`config.mk`:
```
export PLATFORM = sky130hd
export DESIGN_NAME = ddr2_pwrup_seq
export DESIGN_NICKNAME = d
export VERILOG_FILES = /design/src/rtl/pwrup_pkg.sv /design/src/rtl/pwrup_timer.sv /design/src/rtl/pwrup_cmd_dec.sv /design/src/rtl/ddr2_pwrup_seq.sv
export SDC_FILE = /design/constraint.sdc
export NUM_CORES = 1
export LEC_CHECK = 0
export BUFFER_PORTS_ARGS = -buffer_cell sky130_fd_sc_hd__buf_2
export CAP_MARGIN = 20
export CORE_MARGIN = 5
export CORE_UTILIZATION = 50
export DETAILED_ROUTE_END_ITERATION = 10
export PLACE_DENSITY = 0.75
export SYNTH_ARGS = -nofsm -noshare
export SYNTH_HDL_FRONTEND = slang
export SYNTH_SLANG_ARGS = --single-unit
```
`constraint.sdc`:
```
create_clock -name clk -period 2.3 [get_ports clk]
set_clock_uncertainty 0.1 [all_clocks]
set_input_delay 0.345 -clock clk [delete_from_list [all_inputs] [get_ports clk]]
set_output_delay 0.345 -clock clk [all_outputs]
set_load 0.05 [all_outputs]
```
`src/rtl/pwrup_pkg.sv`:
```
package pwrup_pkg;

    // Command bits in the order {ras_n, cas_n, we_n}
    typedef enum logic [2:0] {
        CMD_MRS = 3'b000,
        CMD_REF = 3'b001,
        CMD_PRE = 3'b010,
        CMD_NOP = 3'b111
    } cmd_e;

    // Steps in issue order; the sequencer advances by incrementing
    typedef enum logic [3:0] {
        ST_PWR,
        ST_CKE,
        ST_PREA1,
        ST_EMR2,
        ST_EMR3,
        ST_EMR1_DLL,
        ST_MR_DLLRST,
        ST_PREA2,
        ST_REF1,
        ST_REF2,
        ST_MR_RUN,
        ST_OCD_DEF,
        ST_OCD_EXIT,
        ST_CAL,
        ST_DONE
    } step_e;

    typedef struct packed {
        cmd_e        cmd;
        logic [1:0]  ba;
        logic [15:0] addr;
    } pin_word_t;

    localparam logic [15:0] PREA_ADDR = 16'h0400;   // bit 10 selects all banks
    localparam logic [15:0] OCD_DEF   = 16'h0380;   // bits 9:7 set

    function automatic logic [15:0] mr_word(input int bl, input int cl,
                                            input int wr, input logic dll_rst);
        logic [15:0] w;
        w       = '0;
        w[2:0]  = (bl == 8) ? 3'b011 : 3'b010;
        w[6:4]  = 3'(cl);
        w[8]    = dll_rst;
        w[11:9] = 3'(wr - 1);
        return w;
    endfunction

    function automatic int max_of(input int a, input int b);
        return (a > b) ? a : b;
    endfunction

endpackage

```
`src/rtl/pwrup_timer.sv`:
```
module pwrup_timer #(
    parameter int CNT_W   = 8,
    parameter int RST_VAL = 0
) (
    input  logic             clk,
    input  logic             rst,
    input  logic             load,
    input  logic [CNT_W-1:0] load_val,
    output logic             zero
);

    logic [CNT_W-1:0] cnt;

    always_ff @(posedge clk) begin
        if (rst)
            cnt <= CNT_W'(RST_VAL);
        else if (load)
            cnt <= load_val;
        else if (cnt != '0)
            cnt <= cnt - 1'b1;
    end

    assign zero = (cnt == '0);

    AST_TIMER_DEC: assert property (@(posedge clk) disable iff (rst)
        (!load && cnt != '0) |=> (cnt == $past(cnt) - 1'b1));

endmodule

```
`src/rtl/pwrup_cmd_dec.sv`:
```
module pwrup_cmd_dec
    import pwrup_pkg::*;
#(
    parameter int BURST_LEN = 4,
    parameter int CAS_LAT   = 3,
    parameter int WR_REC    = 3
) (
    input  step_e     step,
    output pin_word_t word
);

    always_comb begin
        word = '{cmd: CMD_NOP, ba: 2'd0, addr: 16'd0};
        case (step)
            ST_PREA1, ST_PREA2: word = '{cmd: CMD_PRE, ba: 2'd0, addr: PREA_ADDR};
            ST_EMR2:            word = '{cmd: CMD_MRS, ba: 2'd2, addr: 16'd0};
            ST_EMR3:            word = '{cmd: CMD_MRS, ba: 2'd3, addr: 16'd0};
            ST_EMR1_DLL:        word = '{cmd: CMD_MRS, ba: 2'd1, addr: 16'd0};
            ST_MR_DLLRST:       word = '{cmd: CMD_MRS, ba: 2'd0,
                                         addr: mr_word(BURST_LEN, CAS_LAT, WR_REC, 1'b1)};
            ST_REF1, ST_REF2:   word = '{cmd: CMD_REF, ba: 2'd0, addr: 16'd0};
            ST_MR_RUN:          word = '{cmd: CMD_MRS, ba: 2'd0,
                                         addr: mr_word(BURST_LEN, CAS_LAT, WR_REC, 1'b0)};
            ST_OCD_DEF:         word = '{cmd: CMD_MRS, ba: 2'd1, addr: OCD_DEF};
            ST_OCD_EXIT:        word = '{cmd: CMD_MRS, ba: 2'd1, addr: 16'd0};
            default:            word = '{cmd: CMD_NOP, ba: 2'd0, addr: 16'd0};
        endcase
    end

endmodule

```
`src/rtl/ddr2_pwrup_seq.sv`:
```
module ddr2_pwrup_seq
    import pwrup_pkg::*;
#(
    parameter int PWRUP_CYC    = 26700,
    parameter int CKE_PRE_CYC  = 54,
    parameter int TRP_CYC      = 3,
    parameter int TRFC_CYC     = 18,
    parameter int TMRD_CYC     = 2,
    parameter int DLL_LOCK_CYC = 200,
    parameter int BURST_LEN    = 4,
    parameter int CAS_LAT      = 3,
    parameter int WR_REC       = 3,
    parameter int BA_W         = 3,
    parameter int ROW_W        = 16
) (
    input  logic             clk,
    input  logic             rst,
    input  logic             cal_done,
    output logic             cke,
    output logic             cs_n,
    output logic             ras_n,
    output logic             cas_n,
    output logic             we_n,
    output logic [BA_W-1:0]  ba,
    output logic [ROW_W-1:0] addr,
    output logic             cal_start,
    output logic             init_done
);

    localparam int MAX_WAIT = max_of(max_of(max_of(PWRUP_CYC, CKE_PRE_CYC),
                                            max_of(TRP_CYC, TRFC_CYC)),
                                     max_of(TMRD_CYC, DLL_LOCK_CYC));
    localparam int CNT_W = $clog2(MAX_WAIT + 1);

    step_e            step_q, step_d;
    logic             adv, tmr_zero, issue_q;
    logic [CNT_W-1:0] wait_len;
    pin_word_t        word;

    // Advance: timed steps on expiry, calibration on a seen handshake
    always_comb begin
        if (step_q == ST_CAL)
            adv = cal_start && cal_done;
        else
            adv = (step_q != ST_DONE) && tmr_zero;
        step_d = adv ? step_e'(step_q + 4'd1) : step_q;
    end

    // Length of the step being entered, minus one
    always_comb begin
        case (step_d)
            ST_CKE:                          wait_len = CNT_W'(CKE_PRE_CYC - 1);
            ST_PREA1, ST_PREA2:              wait_len = CNT_W'(TRP_CYC - 1);
            ST_REF1, ST_REF2:                wait_len = CNT_W'(TRFC_CYC - 1);
            ST_MR_DLLRST:                    wait_len = CNT_W'(DLL_LOCK_CYC - 1);
            ST_EMR2, ST_EMR3, ST_EMR1_DLL,
            ST_MR_RUN, ST_OCD_DEF,
            ST_OCD_EXIT:                     wait_len = CNT_W'(TMRD_CYC - 1);
            default:                         wait_len = '0;
        endcase
    end

    pwrup_timer #(
        .CNT_W   (CNT_W),
        .RST_VAL (PWRUP_CYC - 1)
    ) u_timer (
        .clk      (clk),
        .rst      (rst),
        .load     (adv),
        .load_val (wait_len),
        .zero     (tmr_zero)
    );

    pwrup_cmd_dec #(
        .BURST_LEN (BURST_LEN),
        .CAS_LAT   (CAS_LAT),
        .WR_REC    (WR_REC)
    ) u_dec (
        .step (step_q),
        .word (word)
    );

    assign cs_n = 1'b0;

    always_ff @(posedge clk) begin
        if (rst) begin
            step_q    <= ST_PWR;
            issue_q   <= 1'b0;
            cke       <= 1'b0;
            ras_n     <= 1'b1;
            cas_n     <= 1'b1;
            we_n      <= 1'b1;
            ba        <= '0;
            addr      <= '0;
            cal_start <= 1'b0;
            init_done <= 1'b0;
        end else begin
            step_q  <= step_d;
            issue_q <= adv;
            cke     <= (step_q != ST_PWR);
            if (issue_q) begin
                {ras_n, cas_n, we_n} <= word.cmd;
                ba                   <= BA_W'(word.ba);
                addr                 <= ROW_W'(word.addr);
            end else begin
                {ras_n, cas_n, we_n} <= CMD_NOP;
                ba                   <= '0;
                addr                 <= '0;
            end
            cal_start <= (step_q == ST_CAL) && !adv;
            init_done <= init_done || ((step_q == ST_CAL) && adv);
        end
    end

    AST_CKE_HOLD: assert property (@(posedge clk) disable iff (rst)
        cke |=> cke);
    AST_CMD_NEEDS_CKE: assert property (@(posedge clk) disable iff (rst)
        ({ras_n, cas_n, we_n} != 3'b111) |-> cke);
    AST_START_DONE_EXCL: assert property (@(posedge clk) disable iff (rst)
        !(cal_start && init_done));
    AST_DONE_STICKY: assert property (@(posedge clk) disable iff (rst)
        init_done |=> init_done);
    AST_QUIET_AFTER_DONE: assert property (@(posedge clk) disable iff (rst)
        init_done |-> ({ras_n, cas_n, we_n} == 3'b111));
    AST_DONE_AFTER_START: assert property (@(posedge clk) disable iff (rst)
        $rose(init_done) |-> $past(cal_start));

endmodule

```
After elaboration in Yosys (flattened, before gate mapping) --
Memories as Yosys holds them, arrays and structs flattened. A register that Yosys moved wholly into a read port is not among the register bits. Cells that the tools add are included.
Operators by class: mux-type cells 4, reductions and logical operators 11, $add $sub $neg 2, divide/modulo/power cells 0, bitwise gates (word level) 1, equality and inequality tests 2, shifts and indexed selects 0, multipliers 0, order comparisons 0
Operators by type and width (number):
- 2-to-1 mux 15 bit | 2
- logical NOT 15 bit | 1
- nonzero test 15 bit | 1
- subtractor 15 x 1 -> 15 bit, second input constant | 1
- adder 4 x 1 -> 4 bit, second input constant | 1
- == test 4 bit, second input constant | 1
- logical AND 1 bit | 4
- 2-to-1 mux 4 bit | 1
- != test 4 bit, second input constant | 1
- nonzero test 4 bit | 1
- nonzero test 2 bit | 1
- OR reduction 2 bit | 1
- logical NOT 1 bit | 1
- logical OR 1 bit | 1
- 2-to-1 mux 1 bit | 1
- NOT 1 bit | 1
Storage, ports and cells: latch bits 0, memory bits (read-only) 304, flip-flop bits (word level) 40, RAM bits 0, input bits 3, output and inout bits 26, logic and storage cells 30, memories kept 2
Memories:
- (name not given) | words 16, bits a word 12, rd ports 1, clocked after Yosys merged registers in 1, write ports 0, line pwrup_cmd_dec.sv:14 | case (step)
- (name not given) | words 16, bits a word 7, rd ports 1, clocked after Yosys merged registers in 0, write ports 0, line ddr2_pwrup_seq.sv:51 | case (step_d)

Longest topological paths before layout --
Gate-level depths: netlist (run 1). An unclocked memory read counts as a cell.
word-level depth 6, gate-level depth with buffers 8, gate-level depth less buffers 7

Modules after synthesis --
Synthesis (run 1) repeated with hierarchy kept, for this count alone.
Second synthesis, totals: cells, all modules 292, area total of the unflattened synthesis 2524.9 um2
By module, submodules not included:
- ddr2_pwrup_seq | cells an instance 137, times used 1, area each 1292.5 um2
- pwrup_timer | cells an instance 115, times used 1, area each 930.9 um2
- pwrup_cmd_dec | cells an instance 40, times used 1, area each 301.5 um2

Worst setup path before layout (run 1) --
OpenSTA, ideal clock, no wires.
path type reg-to-reg, start point register step_q[2], end point register u_timer.cnt[2], path slack 0.138 ns, buffers on the path 1, stages on the path, launching flop included 6, arrival time 1.975 ns, clock period less this slack 2.162 ns, cell sequence dfxtp_1 > clkbuf_1 > inv_1 > ha_1 > or4_4 > a221oi_2
Between the ends: longest elaborated chain between the ends 6
RTL lines:
- start, declared | line ddr2_pwrup_seq.sv:35 | step_e step_q, step_d;
- start signal, assigned | line ddr2_pwrup_seq.sv:98 | step_q <= step_d;
- parallel branches: the longest is 6 deep, another holds memory (16 x 7 bit)
- end signal, assigned | line pwrup_timer.sv:16 | cnt <= CNT_W'(RST_VAL);
- end signal, assigned | line pwrup_timer.sv:18 | cnt <= load_val;
- end signal, assigned | line pwrup_timer.sv:20 | cnt <= cnt - 1'b1;
- end, declared | line pwrup_timer.sv:12 | logic [CNT_W-1:0] cnt;
Parallel ways; which one is timed is not known. A chain may end at the register's enable or synchronous reset.

Worst setup path in the final report (run 1) --
start point register u_timer.cnt[0], end point register u_timer.cnt[2]
Between the ends: longest elaborated chain between the ends 6
RTL lines:
- logical NOT 15 bit | line pwrup_timer.sv:23 | assign zero = (cnt == '0);
- logical AND 1 bit | line ddr2_pwrup_seq.sv:45 | adv = (step_q != ST_DONE) && tmr_zero;
- 2-to-1 mux 1 bit | line ddr2_pwrup_seq.sv:42 | if (step_q == ST_CAL)
- 2-to-1 mux 4 bit | line ddr2_pwrup_seq.sv:46 | step_d = adv ? step_e'(step_q + 4'd1) : step_q;
- memory (16 x 7 bit)
- 2-to-1 mux 15 bit | line pwrup_timer.sv:17 | else if (load)
Parallel ways exist; a longest one is shown, timed or not. The select of a mux whose other input is x is not followed.

==> results of run 1 <==
cells in the final DEF (no fill, tap or decap), types with 2 or more instances in the layout:
cell / netlist / layout
sky130_fd_sc_hd__nand4b_1: 2 / 2
sky130_fd_sc_hd__buf_2: 0 / 17
sky130_fd_sc_hd__mux2_2: 2 / 2
sky130_fd_sc_hd__xor2_1: 11 / 11
sky130_fd_sc_hd__a211o_1: 2 / 2
sky130_fd_sc_hd__dfxtp_1: 32 / 30
sky130_fd_sc_hd__xnor2_1: 4 / 4
sky130_fd_sc_hd__conb_1: 1 / 11
sky130_fd_sc_hd__nand3b_1: 3 / 3
sky130_fd_sc_hd__nor2_1: 18 / 18
sky130_fd_sc_hd__inv_1: 6 / 6
sky130_fd_sc_hd__nand2_1: 11 / 11
sky130_fd_sc_hd__a211oi_1: 2 / 2
sky130_fd_sc_hd__nor3b_1: 4 / 4
sky130_fd_sc_hd__buf_4: 14 / 13
sky130_fd_sc_hd__nand3_1: 8 / 8
sky130_fd_sc_hd__o211ai_1: 2 / 2
sky130_fd_sc_hd__o21ai_0: 8 / 8
sky130_fd_sc_hd__clkbuf_8: 0 / 2
sky130_fd_sc_hd__or4_1: 3 / 3
sky130_fd_sc_hd__clkbuf_4: 0 / 5
sky130_fd_sc_hd__a21oi_1: 12 / 12
sky130_fd_sc_hd__ha_1: 8 / 8
sky130_fd_sc_hd__o31ai_1: 2 / 2
sky130_fd_sc_hd__nor3_1: 8 / 8
sky130_fd_sc_hd__dfxtp_2: 0 / 2
registers in the layout, summed over array words and instances, names as in the netlist:
signal / count
we_n: 1
addr: 4
cal_start: 1
ba: 2
cas_n: 1
cke: 1
init_done: 1
issue_q: 1
step_q: 4
ras_n: 1
u_timer.cnt: 15
where the power goes:
part	internal, mW	switching, mW	leakage, nW
registers	0.560	0.00690	0.259
logic	0.0126	0.0570	0.462
clock network	0.173	0.180	0.0374
total	0.746	0.244	0.758
stage by stage:
stage / total power, mW / setup WS, ns / area, um2
3_5_place_dp: 0.6475 / 0.04723 / 1802
2_1_floorplan: 0.6525 / 0.1383 / 1715
4_1_cts: 0.9992 / 0.02826 / 1867
6_report: 0.9896 / 0.1640 / 1902
3_3_place_gp: 0.6464 / 0.1689 / 1802
5_1_grt: 1.035 / 0.01342 / 1902
cell families after synthesis:
logic type,after synthesis,synth area share (%)
XOR/XNOR,15,7.830
buffers and inverters,27,9.172
flip-flops,32,38.18
AND/OR/NAND/NOR,65,21.63
adder cells (fa/ha/maj),8,5.966
AO/OA/AOI/OAI,38,15.06
other,1,0.2235
multiplexers,3,1.939
worst paths after layout:
path | from | end | slack (ns) | depth (start not counted)
max | u_timer.cnt[0]$_SDFFE_PP1P_ | u_timer.cnt[2]$_SDFFE_PP0P_ | 0.16 | 7
min reg2reg | init_done$_SDFF_PP0_ | init_done$_SDFF_PP0_ | 0.38 | 2
min | cal_done | cal_start$_SDFF_PP0_ | 0.25 | 3
max reg2reg | u_timer.cnt[0]$_SDFFE_PP1P_ | u_timer.cnt[2]$_SDFFE_PP0P_ | 0.16 | 7
worst reg2reg max path, stage by stage (launching register included):
cell,delay (ns)
sky130_fd_sc_hd__dfxtp_2,0.35
sky130_fd_sc_hd__inv_1,0.08
sky130_fd_sc_hd__ha_1,0.15
sky130_fd_sc_hd__nor4b_4,0.22
sky130_fd_sc_hd__and4b_2,0.33
sky130_fd_sc_hd__a21oi_2,0.08
sky130_fd_sc_hd__or4_4,0.52
sky130_fd_sc_hd__a221oi_2,0.24
area by class of cell:
type	instances	area [um2]	share of cell area, %
Tap cell	46	57.56	3.026
Inverter	6	22.52	1.184
Sequential cell	32	643.1	33.82
Multi-Input combinational cell	140	930.9	48.95
Clock buffer	7	65.06	3.421
Timing Repair Buffer	30	182.7	9.605
metal layers:
metal | routed length (um) | vias to the layer above | GRT usage (%)
met3 | 229 | 7 | 4.433
met1 | 1597 | 640 | 21.81
met2 | 1594 | 49 | 24.43
met4 | 64 | 0 | 6.948
met5 | 0 | - | 0
li1 | - | 697 | -
what timing repair did:
action,in CTS,in global routing
endpoints found under the setup margin,0,4
hold buffers,0,0
gates resized for setup,0,4
buffers inserted,0,3
==> metrics.md, run 1 <==
| Metric | Value |
|---|---|
| Slowest stage cell on the critical path | `sky130_fd_sc_hd__or4_4` |
| Number of buffers between clock root and the deepest sink | `2` |
| Number of antenna violations at the first check in global routing | `0` |
| Syn-to-layout area delta | `13.35%` |
| Number of different library cells in the post-synthesis netlist | `43` |
| Data required, critical path | `2.45 ns` |
| Overall die area | `4614 um2` |
| Initial detailed-routing violation count | `69` |
| Grt total ovfl | `0` |
| Number of I/O pins | `29` |
| Dominant delay contributor by cell family on the critical path | `simple AND/OR/NAND/NOR gates` |
| Worst-path cell chain | `inv_1 -> ha_1 -> nor4b_4 -> and4b_2 -> a21oi_2 -> or4_4 -> a221oi_2` |
| CTS tree | `built` |
| Wire length per cell | `13.35 um` |
| Leading cell type by number of instances after synthesis | `sky130_fd_sc_hd__dfxtp_1` |
| Unrepaired setup endpoints after global routing | `false` |
| Total number of vias | `1,393` |
| Number of flops mapped to enable cells by yosys | `0` |
| Synthesis warning total | `0` |
| Fin crit period | `2.136 ns` |
| Clock latency on the worst-skew pair | `0.33 ns` |
| Fraction of layout cells with a size suffix above 1 | `22.33%` |
| Largest driver fanout on the critical path | `5` |
| # nets final | `226` |
| Clock Sink Count | `32` |
| Post-layout utilization of the core | `57.90%` |
| Kind of launch point of the worst setup path | `flop` |
| Via count normalized by instance count | `5.337` |
| Worst hold path type | `in -> reg` |
| Smallest hold slack | `0.2462 ns` |
| Top-area cell type share of the netlist area | `38.18%` |
| Worst-Margin Slew | `0.5198 ns` |
| Worst vdd rail ir drop | `0.2666 mV` |
| Core region area | `3284 um2` |
| Pin count of the biggest net entering global routing | `15` |
| Total standard cell area after synthesis | `1678 um2` |
| Placed wire-length estimate | `2.532 mm` |
| Final critical-path share of the clock period | `92.87%` |
| Top post-synthesis cells by area | `sky130_fd_sc_hd__dfxtp_1, sky130_fd_sc_hd__buf_4, sky130_fd_sc_hd__ha_1, sky130_fd_sc_hd__xor2_1, sky130_fd_sc_hd__nor2_1` |
| Total negative slack | `0 ns` |
| Number of endpoints failing setup at the final stage | `0` |
| Pre-antenna DRT Iters | `5` |
| Number of register bits inferred by synthesis | `32` |
| First-pass GRT wire length | `5.658 mm` |
| Top_reg_cell synth | `sky130_fd_sc_hd__dfxtp_1` |
| Root cell of the clock tree | `sky130_fd_sc_hd__clkbuf_4` |
| Floorplan die width | `67.93 um` |
| Result of the run | `completed` |
| Commonest cells in the netlist | `sky130_fd_sc_hd__dfxtp_1, sky130_fd_sc_hd__nor2_1, sky130_fd_sc_hd__buf_4, sky130_fd_sc_hd__a21oi_1` |
| Max-cap check violation count | `0` |
| Sequential cell area fraction in the yosys report | `38.18%` |
| Total CTS buffers | `5` |
| Worst slew margin relative to its limit | `65.05%` |
| Std-Cell Rows | `21` |
| Number of instances in the placed design | `251` |
| Data arrival, critical path | `2.29 ns` |
| Area leader, netlist | `sky130_fd_sc_hd__dfxtp_1` |
| Number of global-route vias before repair | `1,238` |
| Mean area per synthesized cell | `8.878 um2` |
| Global-route usage over all layers | `16.28%` |
| Startpoint-to-endpoint class of the critical path | `reg -> reg` |
| Fin cells | `261` |
| Reported leakage power | `0.7584 nW` |
| Count of fill cells added during filler insertion | `292` |
| Delay of the slowest cell on the worst path | `0.52 ns` |
| Antenna-violating nets left | `0` |
| Routability cong. | `0.7932` |
| Highest achievable clock rate | `468.2 MHz` |
| Number of inserted diodes | `0` |
| Detailed-route wire length | `3.485 mm` |
| Number of buffers added on ports | `17` |
| Chip height | `67.93 um` |
| Hold Fails Final Rpt | `0` |
| DRC violations left | `0` |
| Starting Density | `51.09%` |
| Clock-pin slew reported for the worst setup and hold paths after clock tree synthesis | `0.10 ns` |
| Async set or reset register ratio after synthesis | `0%` |
| Crit path capture type | `flop` |
| Power per unit of standard cell area | `520.4 nW/um2` |
| Number of standard cells after synthesis | `189` |
| Total number of H-tree levels | `2` |
| Buf/Inv on CP | `1` |
| Final-report max-slew violation count | `0` |
Power figures use the tool's default switching activity.
==> inputs of run 2 (changes only) <==
ABC_AREA = 1   (was not set)
CORE_UTILIZATION = 56   (was 50)
PLACE_DENSITY = 0.79   (was 0.75)
clock period = 2.4 ns   (was 2.3 ns; I/O delays follow)
==> metrics.md, run 2 <==
| Metric | Value |
|---|---|
| Fin crit period | `2.205 ns` |
| Startpoint-to-endpoint class of the critical path | `reg -> reg` |
| Number of buffers between clock root and the deepest sink | `2` |
| Final critical-path share of the clock period | `91.86%` |
| Global routing's busiest layer | `met2` |
| Starting Density | `58.78%` |
| Worst vdd rail ir drop | `0.3304 mV` |
| Kind of launch point of the worst setup path | `flop` |
| Crit path capture type | `flop` |
| Total number of H-tree levels | `2` |
| Worst hold path type | `in -> reg` |
| Leading cell type by number of instances after synthesis | `sky130_fd_sc_hd__nand2_1` |
| Largest register FFs | `15` |
| Top_reg_cell synth | `sky130_fd_sc_hd__dfxtp_1` |
| Grt total ovfl | `0` |
| Number of endpoints failing setup at the final stage | `0` |
| First-pass GRT wire length | `6.009 mm` |
| Data arrival, critical path | `2.35 ns` |
| Global-route usage over all layers | `18.17%` |
| Number of antenna violations at the first check in global routing | `0` |
| Total negative slack | `0 ns` |
| Number of register bits inferred by synthesis | `32` |
| Core region area | `3078 um2` |
| Largest driver fanout on the critical path | `13` |
| Number of global-route vias before repair | `1,340` |
| Pin count of the biggest net entering global routing | `14` |
| Clock-pin slew reported for the worst setup and hold paths after clock tree synthesis | `0.11 ns` |
| Unrepaired setup endpoints after global routing | `false` |
| Highest achievable clock rate | `453.6 MHz` |
| CTS tree | `built` |
| Clock Sink Count | `32` |
| Number of buffers inserted for hold repair after clock tree synthesis | `0` |
| Syn-to-layout area delta | `6.916%` |
| Final-report max-slew violation count | `0` |
| Total standard cell area after synthesis | `1809 um2` |
| GR met3 Demand/Resource | `5.565%` |
| Detailed-route wire length | `3.599 mm` |
| Total CTS buffers | `5` |
| Reported leakage power | `0.9210 nW` |
| Async set or reset register ratio after synthesis | `0%` |
| Via count normalized by instance count | `5.029` |
| Pre-antenna DRT Iters | `4` |
| Register name with the most flops | `u_timer.cnt` |
| Result of the run | `completed` |
| Most frequent cells in the layout | `sky130_fd_sc_hd__nand2_1, sky130_fd_sc_hd__dfxtp_1, sky130_fd_sc_hd__nor2_1` |
| Number of different library cells in the post-synthesis netlist | `35` |
| Top post-synthesis cells by area | `sky130_fd_sc_hd__dfxtp_1, sky130_fd_sc_hd__nand2_1, sky130_fd_sc_hd__buf_4, sky130_fd_sc_hd__nor2_1, sky130_fd_sc_hd__ha_1` |
| Clock latency on the worst-skew pair | `0.35 ns` |
| Top-area cell type share of the netlist area | `35.41%` |
| Number of buffers added on ports | `17` |
| Number of I/O pins | `29` |
| Number of standard cells after synthesis | `248` |
| CP dominant cell by count | `sky130_fd_sc_hd__nand2_1` |
| Leading cell type in the layout, fill and taps excluded | `sky130_fd_sc_hd__nand2_1` |
| Wire length per cell | `11.61 um` |
| Count of fill cells added during filler insertion | `300` |
| Commonest cells in the netlist | `sky130_fd_sc_hd__nand2_1, sky130_fd_sc_hd__dfxtp_1, sky130_fd_sc_hd__nor2_1, sky130_fd_sc_hd__inv_1, sky130_fd_sc_hd__buf_4` |
| Mean area per synthesized cell | `7.295 um2` |
| Largest registers in the final layout | `u_timer.cnt: 15 flops, addr: 4 flops, step_q: 4 flops` |
| Max-cap check violation count | `0` |
| Sequential cell area fraction in the yosys report | `35.41%` |
| Root cell of the clock tree | `sky130_fd_sc_hd__clkbuf_4` |
| Number of inserted diodes | `0` |
| Area leader, netlist | `sky130_fd_sc_hd__dfxtp_1` |
| Met2 track utilization from global routing | `27.60%` |
| Power per unit of standard cell area | `534.9 nW/um2` |
| Delay of the slowest cell on the worst path | `0.44 ns` |
| Data required, critical path | `2.54 ns` |
| Routability cong. | `0.8973` |
| # nets final | `276` |
| Synthesis warning total | `0` |
| Antenna-violating nets left | `0` |
| Met1 usage in global routing | `23.64%` |
| Overall die area | `4468 um2` |
| Fraction of layout cells with a size suffix above 1 | `17.67%` |
| Placed wire-length estimate | `2.742 mm` |
| Total number of vias | `1,559` |
| Initial detailed-routing violation count | `130` |
| Slowest stage cell on the critical path | `sky130_fd_sc_hd__dfxtp_1` |
| Hold Fails Final Rpt | `0` |
| Chip height | `66.84 um` |
| Number of flops mapped to enable cells by yosys | `0` |
| Total Power | `1.035 mW` |
| Worst-path cell chain | `inv_1 -> ha_1 -> o21bai_1 -> nand3_4 -> nand2_4 -> inv_2 -> nand2_1 -> o21ai_0 -> a31oi_1 -> nand2_1` |
| DRC violations left | `0` |
| Count of buffers added by post-CTS timing repair for setup | `0` |
| Std-Cell Rows | `20` |
| Floorplan die width | `66.84 um` |
## run 2: cell families (layout without fill, tap and decap cells)
logic type	after synthesis	in the layout	synth area share (%)
simple gates	118	118	30.71
other cells	1	11	0.2073
buf+inv	48	56	14.18
flops	32	32	35.41
compound gates	36	36	11.55
xor+xnor	5	5	2.420
fa+ha+maj	8	8	5.533
## run 2: metrics by stage
step / worst slack, ns / cell area [um2] / util (%) / hold WS [ns] / std cells
global placement: 0.2849 / 1851 / 60.12 / 0.3343 / 302
detailed placement: 0.1692 / 1851 / 60.12 / 0.3398 / 302
floorplan: 0.5312 / 1847 / - / 0.3792 / 258
CTS: 0.1387 / 1931 / 62.72 / 0.1600 / 310
global route: 0.04310 / 1934 / 62.85 / 0.1973 / 310
finish: 0.1953 / 1934 / 62.85 / 0.1714 / 310
## run 2: power by group
group          total (mW)  internal, mW  switching [mW]
clock network       0.416         0.217           0.199
registers           0.542         0.536         0.00528
logic              0.0766        0.0149          0.0618
total                1.03         0.768           0.267
## run 2: cell type report
class                      instances  area [um2]  area share, %
tap                               44       55.05          2.846
sequential                        32       641.9          33.18
clock buffer                       5       37.54          1.940
clock inverter                     3       42.54          2.199
multi-input combinational        178       952.2          49.22
timing repair buffer              18       92.59          4.787
inverter                          30       112.6          5.821
## run 2: worst paths after layout
| check | end | slack, ns | from | depth (start not counted) |
|---|---|---|---|---|
| max | u_timer.cnt[0]$_SDFFE_PP1P_ | 0.20 | step_q[0]$_SDFF_PP0_ | 10 |
| min | cal_start$_SDFF_PP0_ | 0.17 | cal_done | 4 |
| max reg2reg | u_timer.cnt[0]$_SDFFE_PP1P_ | 0.20 | step_q[0]$_SDFF_PP0_ | 10 |
| min reg2reg | init_done$_SDFF_PP0_ | 0.36 | init_done$_SDFF_PP0_ | 2 |
## run 2: what timing repair did
item                       in CTS  in global routing
setup endpoints to repair       0                  4
hold endpoints to repair        0                  0
gates resized for setup         0                  2
## run 2: worst max-delay path: cells and delay by family, from the launching register on
kind | cells | cell delay [ns]
AND/OR/NAND/NOR | 4 | 0.50
AO/OA/AOI/OAI | 3 | 0.49
buffers and inverters | 2 | 0.30
adder cells (fa/ha/maj) | 1 | 0.26
flip-flops | 1 | 0.44
## run 2: metal layers
metal	up-vias	part of all wire, %
met4	0	1.8
met5	-	0
li1	802	-
met2	54	43
met1	698	47
met3	5	7.6
==> inputs of run 3 (changes only) <==
SETUP_SLACK_MARGIN = 0.5   (was not set)
==> metrics.md, run 3 (synthesis results as in run 2) <==
| Metric | Value |
|---|---|
| Root cell of the clock tree | `sky130_fd_sc_hd__clkbuf_4` |
| Pre-antenna DRT Iters | `4` |
| Floorplan die width | `66.84 um` |
| Clock-pin slew reported for the worst setup and hold paths after clock tree synthesis | `0.11 ns` |
| Internal Dissipation | `771.4 uW` |
| Kind of launch point of the worst setup path | `flop` |
| Worst-path cell chain | `clkinvlp_4 -> ha_4 -> o21bai_4 -> nand3_4 -> nand2_8 -> buf_4 -> nand2_4 -> nand2_8 -> nand4_1 -> nand3_1 -> nand2_1 -> inv_1` |
| Power per unit of standard cell area | `463.4 nW/um2` |
| Number of I/O pins | `29` |
| Number of buffers inserted for hold repair after clock tree synthesis | `0` |
| Reported leakage power | `1.042 nW` |
| Clock Sink Count | `32` |
| Data arrival, critical path | `2.17 ns` |
| Total Power | `1.049 mW` |
| Number of endpoints failing setup at the final stage | `0` |
| Number of antenna violations at the first check in global routing | `0` |
| Std-Cell Rows | `20` |
| Final-report max-slew violation count | `0` |
| First-pass GRT wire length | `6.617 mm` |
| CTS tree | `built` |
| Count of cells along the worst hold path | `4` |
| Dominant delay contributor by cell family on the critical path | `simple AND/OR/NAND/NOR gates` |
| Post-layout utilization of the core | `73.54%` |
| Starting Density | `58.78%` |
| Worst min-delay path endpoint | `cal_start$_SDFF_PP0_` |
| Via count normalized by instance count | `5.303` |
| Chip height | `66.84 um` |
| RR Endpoint | `u_timer.cnt[2]$_SDFFE_PP0P_` |
| DRC violations left | `0` |
| Routability cong. | `0.8973` |
| Startpoint-to-endpoint class of the critical path | `reg -> reg` |
| Placed wire-length estimate | `2.742 mm` |
| Largest driver fanout on the critical path | `7` |
| Slowest stage cell on the critical path | `sky130_fd_sc_hd__dfxtp_4` |
| Most frequent cells in the layout | `sky130_fd_sc_hd__nand2_1, sky130_fd_sc_hd__nor2_1, sky130_fd_sc_hd__dfxtp_1` |
| Number of inserted diodes | `0` |
| Reg2reg path depth | `12` |
| Detailed-route wire length | `4.713 mm` |
| Hold Fails Final Rpt | `0` |
| Core region area | `3078 um2` |
| Fraction of layout cells with a size suffix above 1 | `33.56%` |
| GR met3 Demand/Resource | `6.577%` |
| Global routing's busiest layer | `met2` |
| Result of the run | `completed` |
| Leading cell type in the layout, fill and taps excluded | `sky130_fd_sc_hd__nand2_1` |
| Fin crit period | `1.966 ns` |
| Global-route usage over all layers | `20.14%` |
| Met2 track utilization from global routing | `31.44%` |
| Overall die area | `4468 um2` |
| Met1 usage in global routing | `24.56%` |
| # nets final | `299` |
| Combinational Power Share | `8.5%` |
| Total number of vias | `1,766` |
| Number of buffers between clock root and the deepest sink | `2` |
| Share of power burned in the clock network | `40.0%` |
| Total number of H-tree levels | `2` |
| Area used by multi-input combinational logic | `1086 um2` |
| Count of fill cells added during filler insertion | `229` |
| CP dominant cell by count | `sky130_fd_sc_hd__nand2_8` |
| Source of the worst register-to-register timing path | `step_q[0]$_SDFF_PP0_` |
| Grt total ovfl | `0` |
| Worst vdd rail ir drop | `0.3076 mV` |
| Number of global-route vias before repair | `1,460` |
| Switching portion of total power | `26.45%` |
| Relative contribution of sequential cells to total power | `51.5%` |
| Total negative slack | `0 ns` |
| Syn-to-layout area delta | `25.10%` |
| Number of buffers added on ports | `17` |
| Total CTS buffers | `5` |
| FF/Latch Area | `651.9 um2` |
| Buf/Inv on CP | `3` |
| Delay of the slowest cell on the worst path | `0.40 ns` |
| Net switching power of the design | `277.4 uW` |
| Largest register FFs | `15` |
| Final critical-path share of the clock period | `81.92%` |
| Unrepaired setup endpoints after global routing | `true` |
| Startpoint of the most critical hold path | `cal_done` |
| Pin count of the biggest net entering global routing | `13` |
| Clock latency on the worst-skew pair | `0.35 ns` |
| Register name with the most flops | `u_timer.cnt` |
| Crit path capture type | `flop` |
| Max-cap check violation count | `0` |
| Highest achievable clock rate | `508.6 MHz` |
| Largest registers in the final layout | `u_timer.cnt: 15 flops, addr: 4 flops, step_q: 4 flops` |
| Wire length per cell | `14.15 um` |
| Antenna-violating nets left | `0` |
| Minimum setup slack among reg-to-reg paths | `0.43 ns` |
| Worst hold path type | `in -> reg` |
| Initial detailed-routing violation count | `147` |
| Data required, critical path | `2.60 ns` |
## run 3: per-stage QoR
step                      cell area [um2]  std cells  hold WS, ns  setup slack, ns
after detailed placement             1851        302       0.3398           0.1692
final                                2263        333       0.1669           0.4339
after global placement               1851        302       0.3343           0.2849
after CTS                            2086        324       0.1609           0.5008
after global routing                 2263        333       0.1904           0.3560
after floorplan                      1847        258       0.3792           0.5312
## run 3: power by group through the flow
stage               sequential [mW]  clock (mW)  combinational [mW]
floorplan                     0.552           0              0.0808
finish                        0.540       0.419              0.0895
detailed placement            0.554           0              0.0754
global placement              0.553           0              0.0743
CTS                           0.539       0.424              0.0808
global route                  0.541       0.454              0.0950
## run 3: worst max path at each step
stage | slack (ns) | startpoint | cells past startpoint | to
global route | 0.36 | step_q[0]$_SDFF_PP0_ | 12 | u_timer.cnt[2]$_SDFFE_PP0P_
detailed placement | 0.17 | step_q[1]$_SDFF_PP0_ | 12 | u_timer.cnt[2]$_SDFFE_PP0P_
CTS | 0.50 | u_timer.cnt[1]$_SDFFE_PP1P_ | 16 | u_timer.cnt[0]$_SDFFE_PP1P_
finish | 0.43 | step_q[0]$_SDFF_PP0_ | 12 | u_timer.cnt[2]$_SDFFE_PP0P_
global placement | 0.28 | step_q[1]$_SDFF_PP0_ | 12 | u_timer.cnt[2]$_SDFFE_PP0P_
floorplan | 0.53 | step_q[0]$_SDFF_PP0_ | 10 | u_timer.cnt[0]$_SDFFE_PP1P_
## run 3: metal layers
layer / up-vias / share of wire, %
met5: - / 0
met4: 0 / 4.0
met3: 21 / 7.2
met2: 89 / 49
met1: 806 / 40
li1: 850 / -
## run 3: final cells by class
class                           count  share of cell area (%)
Multi-Input combinational cell    178                   47.98
Clock inverter                      3                   1.879
Timing Repair Buffer               41                   11.89
Tap cell                           44                   2.432
Sequential cell                    32                   28.80
Clock buffer                        5                   1.658
Inverter                           30                   5.362
## run 3: repair_timing
action                                  4_1_cts  5_1_grt
resized for setup                            19       29
setup buffers                                14        9
endpoints found under the setup margin       13       12
gates cloned                                  0        0
pin swaps                                     6        9
## run 3: worst reg2reg max path: stages (launching register included)
cell and delay [ns]:
sky130_fd_sc_hd__dfxtp_4 0.40, sky130_fd_sc_hd__clkinvlp_4 0.14, sky130_fd_sc_hd__ha_4 0.19, sky130_fd_sc_hd__o21bai_4 0.15, sky130_fd_sc_hd__nand3_4 0.15, sky130_fd_sc_hd__nand2_8 0.11
sky130_fd_sc_hd__buf_4 0.12, sky130_fd_sc_hd__nand2_4 0.06, sky130_fd_sc_hd__nand2_8 0.09, sky130_fd_sc_hd__nand4_1 0.16, sky130_fd_sc_hd__nand3_1 0.11, sky130_fd_sc_hd__nand2_1 0.07
sky130_fd_sc_hd__inv_1 0.06
